### config.mk
export PLATFORM = sky130hd
export DESIGN_NAME = bnpc_unit
export DESIGN_NICKNAME = d
export VERILOG_FILES = /design/src/rtl/bnpc_pkg.sv /design/src/rtl/bnpc_sext.sv /design/src/rtl/bnpc_cmp.sv /design/src/rtl/bnpc_unit.sv
export SDC_FILE = /design/constraint.sdc
export NUM_CORES = 1
export LEC_CHECK = 0
export ABC_CLOCK_PERIOD_IN_PS = 6100
export BUFFER_PORTS_ARGS = -buffer_cell sky130_fd_sc_hd__buf_4
export CAP_MARGIN = 10
export CELL_PAD_IN_SITES_DETAIL_PLACEMENT = 1
export CELL_PAD_IN_SITES_GLOBAL_PLACEMENT = 2
export CORE_MARGIN = 2
export CORE_UTILIZATION = 32
export CTS_CLUSTER_SIZE = 14
export DETAILED_ROUTE_END_ITERATION = 10
export MAX_ROUTING_LAYER = met4
export PLACE_DENSITY_LB_ADDON = 0.1
export SKIP_CTS_REPAIR_TIMING = 1
export SLEW_MARGIN = 20
export SYNTH_ARGS = -nofsm -noshare
export SYNTH_HDL_FRONTEND = slang
export SYNTH_SLANG_ARGS = --single-unit
### constraint.sdc
create_clock -name clk -period 6.1 [get_ports clk]
set_clock_uncertainty 0.15 [all_clocks]
set_input_delay 1.83 -clock clk [delete_from_list [all_inputs] [get_ports clk]]
set_output_delay 1.83 -clock clk [all_outputs]
set_load 0.02 [all_outputs]
### src/rtl/bnpc_pkg.sv
// Package: shared widths and the branch condition encoding.
// Assumes a 64-bit address space; condition values match the field that
// decode forwards unchanged.
package bnpc_pkg;
    localparam int XLEN    = 64;
    localparam int IMMB_W  = 12;
    localparam int IMMJ_W  = 20;
    localparam int IMMI_W  = 12;
    localparam int COND_W  = 3;
    localparam int STEP    = 4;

    typedef enum logic [COND_W-1:0] {
        CMP_EQ   = 3'b000,
        CMP_NE   = 3'b001,
        CMP_RSV0 = 3'b010,
        CMP_RSV1 = 3'b011,
        CMP_LT   = 3'b100,
        CMP_GE   = 3'b101,
        CMP_LTU  = 3'b110,
        CMP_GEU  = 3'b111
    } cmp_code_e;
endpackage

### src/rtl/bnpc_sext.sv
// Module: scales a raw offset field by 2^SHIFT and sign-extends it to OUT_W.
// Assumes OUT_W > IN_W + SHIFT. Purely combinational.
module bnpc_sext #(
    parameter int IN_W  = 12,
    parameter int SHIFT = 1,
    parameter int OUT_W = 64
) (
    input  logic [IN_W-1:0]  raw_i,
    output logic [OUT_W-1:0] ext_o
);
    localparam int FILL_W = OUT_W - IN_W - SHIFT;

    generate
        if (SHIFT == 0) begin : g_noscale
            // Plain sign extension, no scaling.
            assign ext_o = {{FILL_W{raw_i[IN_W-1]}}, raw_i};
        end else begin : g_scale
            // Sign extension with SHIFT zero bits appended.
            assign ext_o = {{FILL_W{raw_i[IN_W-1]}}, raw_i, {SHIFT{1'b0}}};
        end
    endgenerate
endmodule

### src/rtl/bnpc_cmp.sv
// Module: evaluates a branch condition on two register values.
// Assumes the code encoding of bnpc_pkg; reserved codes give false.
module bnpc_cmp
    import bnpc_pkg::*;
#(
    parameter int W = XLEN
) (
    input  logic [W-1:0]      a_i,
    input  logic [W-1:0]      b_i,
    input  logic [COND_W-1:0] code_i,
    output logic              hold_o
);
    logic eq, lt_s, lt_u;

    // Three basic relations shared by all conditions.
    always_comb begin
        eq   = (a_i == b_i);
        lt_s = ($signed(a_i) < $signed(b_i));
        lt_u = (a_i < b_i);
    end

    // Pick the relation named by the code and its polarity.
    always_comb begin
        unique case (cmp_code_e'(code_i))
            CMP_EQ:   hold_o = eq;
            CMP_NE:   hold_o = !eq;
            CMP_LT:   hold_o = lt_s;
            CMP_GE:   hold_o = !lt_s;
            CMP_LTU:  hold_o = lt_u;
            CMP_GEU:  hold_o = !lt_u;
            default:  hold_o = 1'b0;
        endcase
    end
endmodule

### src/rtl/bnpc_unit.sv
// Module: next-PC selector for branches and jumps, outputs registered.
// Assumes immediates arrive as raw, unscaled fields and at most one kind of
// transfer is intended; simultaneous flags resolve register jump first,
// then direct jump, then branch. Synchronous active-low reset.
module bnpc_unit
    import bnpc_pkg::*;
(
    input  logic              clk,
    input  logic              rst_n,
    input  logic [XLEN-1:0]   pc_i,
    input  logic [XLEN-1:0]   rs1_i,
    input  logic [XLEN-1:0]   rs2_i,
    input  logic [COND_W-1:0] cond_i,
    input  logic              is_branch_i,
    input  logic              is_jal_i,
    input  logic              is_jalr_i,
    input  logic [IMMB_W-1:0] imm_b_i,
    input  logic [IMMJ_W-1:0] imm_j_i,
    input  logic [IMMI_W-1:0] imm_i_i,
    output logic [XLEN-1:0]   next_pc_o,
    output logic              taken_o,
    output logic [XLEN-1:0]   link_o
);
    logic [XLEN-1:0] off_b, off_j, off_i;
    logic [XLEN-1:0] seq_pc, br_tgt, jal_tgt, jalr_sum, npc_d;
    logic            cond_ok, taken_d;

    bnpc_sext #(.IN_W(IMMB_W), .SHIFT(1), .OUT_W(XLEN)) i_sext_b (.raw_i(imm_b_i), .ext_o(off_b));
    bnpc_sext #(.IN_W(IMMJ_W), .SHIFT(1), .OUT_W(XLEN)) i_sext_j (.raw_i(imm_j_i), .ext_o(off_j));
    bnpc_sext #(.IN_W(IMMI_W), .SHIFT(0), .OUT_W(XLEN)) i_sext_i (.raw_i(imm_i_i), .ext_o(off_i));

    bnpc_cmp #(.W(XLEN)) i_cmp (.a_i(rs1_i), .b_i(rs2_i), .code_i(cond_i), .hold_o(cond_ok));

    // Candidate targets, all wrapping modulo 2^XLEN.
    always_comb begin
        seq_pc   = pc_i + XLEN'(STEP);
        br_tgt   = pc_i + off_b;
        jal_tgt  = pc_i + off_j;
        jalr_sum = rs1_i + off_i;
    end

    // Prioritised choice of next PC and taken flag.
    always_comb begin
        if (is_jalr_i) begin
            npc_d   = {jalr_sum[XLEN-1:1], 1'b0};
            taken_d = 1'b1;
        end else if (is_jal_i) begin
            npc_d   = jal_tgt;
            taken_d = 1'b1;
        end else if (is_branch_i && cond_ok) begin
            npc_d   = br_tgt;
            taken_d = 1'b1;
        end else begin
            npc_d   = seq_pc;
            taken_d = 1'b0;
        end
    end

    // Output register with synchronous clear.
    always_ff @(posedge clk) begin
        if (!rst_n) begin
            next_pc_o <= '0;
            taken_o   <= 1'b0;
            link_o    <= '0;
        end else begin
            next_pc_o <= npc_d;
            taken_o   <= taken_d;
            link_o    <= seq_pc;
        end
    end

    AST_SEQ_STEP: assert property (@(posedge clk) disable iff (!rst_n)
        (!is_branch_i && !is_jal_i && !is_jalr_i) |=> (next_pc_o == $past(pc_i) + 64'd4 && !taken_o));
    AST_RSVD_NEVER: assert property (@(posedge clk) disable iff (!rst_n)
        (is_branch_i && !is_jal_i && !is_jalr_i && cond_i[2:1] == 2'b01) |=> !taken_o);
    AST_JALR_EVEN: assert property (@(posedge clk) disable iff (!rst_n)
        is_jalr_i |=> !next_pc_o[0]);
    AST_FALLTHRU_LINK: assert property (@(posedge clk) disable iff (!rst_n)
        !taken_o |-> (next_pc_o == link_o));
    AST_JUMP_TAKEN: assert property (@(posedge clk) disable iff (!rst_n)
        (is_jal_i || is_jalr_i) |=> taken_o);
endmodule

==> out/metrics.cfg <==
[place]
place_inst=3644
place_ws_ns=0.323
place_hpwl_um=72000
gp_congestion=0.942
port_buffers=372

[timing]
worstMarginPinSlew_ns=1.14
hold_viol=0
drv_slew=0
period_share_pct=87.2
finalSetupTns_ns=0
rsz0062_at_grt=no
fin_ws_ns=0.783
fmax_mhz=188
period_minus_slack_ns=5.32
maxSlewHeadroom_pct=23.6
setup-violations-final=0

[yosys]
synth_cell_types=81
synth_warnings=0
yosysSeqAreaShare_pct=14.1
async_reset_ff_share_pct=0
syn-num-nets=3060
synth_area_leaders=ha_1 17%, dfxtp_1 14%, a21oi_1 7.6%
synth.avg_cell_area_um2=7.16
synth_top_flop_cell=dfxtp_1
syn_area_um2=18300
synth_top_area_cell=ha_1
yosys.area.top_type_share_pct=17.1
ys_ff_latch=129
synth_most_common_cell=a21oi_1
ys_top_cells_by_count=277 x a21oi_1, 252 x nand2_1, 251 x ha_1
synth-edff-count=0
netlist_instances=2562

[floorplan]
core_region_area_um2=56500
placementRows=87
dieArea_um2=59200
initial_utilization_pct=32.5
die_w_um=243
die_y_um=243
ios=373

[setup_path]
cp_slowest_cell=a221oi_1
path_cells=buf_4, ha_1, a21oi_1, o21ai_1, a221oi_1, nor4b_1, o21ai_1, buf_4, a21boi_0, buf_4, o21ai_0, xnor2_1, mux2i_1, o21ai_0, o21ai_0
worstSetupStartpointType=input pin
worstSetupEndpointType=flip-flop
critical_path_arrival_ns=5.44
max_stage_delay_ns=0.48
crit_type=input pin to flip-flop
crit_required_ns=6.23
critPathMaxFanout=24

[final_layout]
drive_above_1_share_pct=16.7
syn_to_final_growth_pct=24.4
fin_nets=3405
final_util_pct=40.4
fin_cells=3679

[global_route]
grt_pass1_vias=20663
gr-usage-all-layers_pct=29.0
antenna_found_initial=2
grt_overflow=0
grt_max_degree=59
grt_pass1_wl_um=128000

[power_and_ir_drop]
p_leak_nw=10.5
power_density_nw_per_um2=192
ir_worst_vdd_uv=224
p_total_mw=4.38

[detailed_routing]
antenna_left=0
dr.first_iter.drc_count=1312
drc=0
viasPerCell=5.61
wl_per_cell_um=23.2
drt-total-wl_um=85500
vias=20650
dr.pass1.iters=5

[clocking]
clk_path_buf_depth=2
cts_root_buf=clkbuf_16
clk_pin_slew_worst_paths_ns=0.07
cts_sinks=129
cts_made_buffers=17
cts_tree=built
h-tree-depth=4

[min_path]
hold_path.class=input pin to flip-flop

[job]
maxCapViolations=0

[status]
status=finished clean

## power by group
| part | switching, mW | total (mW) | internal, mW | leakage [nW] |
|---|---|---|---|---|
| sequential | 0.0436 | 0.967 | 0.923 | 1.08 |
| combinational | 1.38 | 2.27 | 0.886 | 9.09 |
| clock | 0.482 | 1.15 | 0.665 | 0.293 |
| total | 1.91 | 4.38 | 2.47 | 10.5 |
## through the flow
stage / instance area, µm² / hold slack [ns]
2_1_floorplan: 18300 / 1.75
3_3_place_gp: 22200 / 1.91
3_5_place_dp: 22200 / 1.91
4_1_cts: 22800 / 1.39
5_1_grt: 22800 / 1.42
6_report: 22800 / 1.42
## state kept, by name, indices dropped and copies added (netlist names)
register,count
next_pc_o,64
link_o,64
taken_o,1
## critical path: cells and delay by family
kind | cells | cell delay, ns
XOR/XNOR | 1 | 0.23
AO/OA/AOI/OAI | 8 | 1.76
buffers and inverters | 3 | 0.71
adder cells (fa/ha/maj) | 1 | 0.41
multiplexers | 1 | 0.20
AND/OR/NAND/NOR | 1 | 0.28
## layout make-up
| type | count | area (µm²) |
|---|---|---|
| Clock buffer | 20 | 457 |
| Sequential cell | 129 | 2580 |
| Timing Repair Buffer | 439 | 3330 |
| Clock inverter | 12 | 158 |
| Multi-Input combinational cell | 2193 | 14900 |
| Inverter | 127 | 477 |
| Antenna cell | 3 | 7.51 |
| Fill cell | 7038 | 33700 |
| Tap cell | 756 | 946 |
## cell usage in the layout, fill, tap and decap left out, types with 6 or more instances in the layout
cell	count
a211o_1	15
a211oi_1	52
a21boi_0	7
a21o_1	100
a21oi_1	277
a221oi_1	17
a22oi_1	6
a31oi_1	19
and2_1	48
and3_1	27
and4_1	12
buf_4	436
clkbuf_16	17
dfxtp_1	129
ha_1	251
inv_1	125
mux2i_1	18
nand2_1	252
nand2b_1	31
nand3_1	64
nand4_1	78
nor2_1	218
nor2b_1	16
nor3_1	51
nor4_1	10
o211ai_1	18
o21a_1	19
o21ai_0	154
o21ai_1	19
o21bai_1	37
o221ai_1	9
o22ai_1	16
o31ai_1	14
o41ai_1	7
or3_1	11
or4_1	6
xnor2_1	135
xor2_1	94
## final timing paths
path | start | to | slack, ns | depth (start not counted)
max | imm_b_i[11] | next_pc_o[42] | 0.78 | 15
min | pc_i[2] | link_o[2] | 1.42 | 2
## cell families after synthesis
logic type                 share of synthesized area (%)
AOI/OAI and AO/OA                                   29.7
xor gates and xnor gates                            10.9
adders and majority gates                           17.5
buffers and inverters                               4.97
DFF                                                 14.1
muxes                                               1.04
and+or+nand+nor                                     21.9
## layer usage
| layer | up-vias | wire [µm] | track usage [%] |
|---|---|---|---|
| met3 | 79 | 4870 | 4.09 |
| met4 | 0 | 1930 | 7.87 |
| met2 | 573 | 34600 | 40.5 |
| met1 | 9907 | 44100 | 42.7 |
| met5 | - | 0 | - |
| li1 | 10091 | - | - |
No activity file was read; power rests on OpenSTA's default activity.
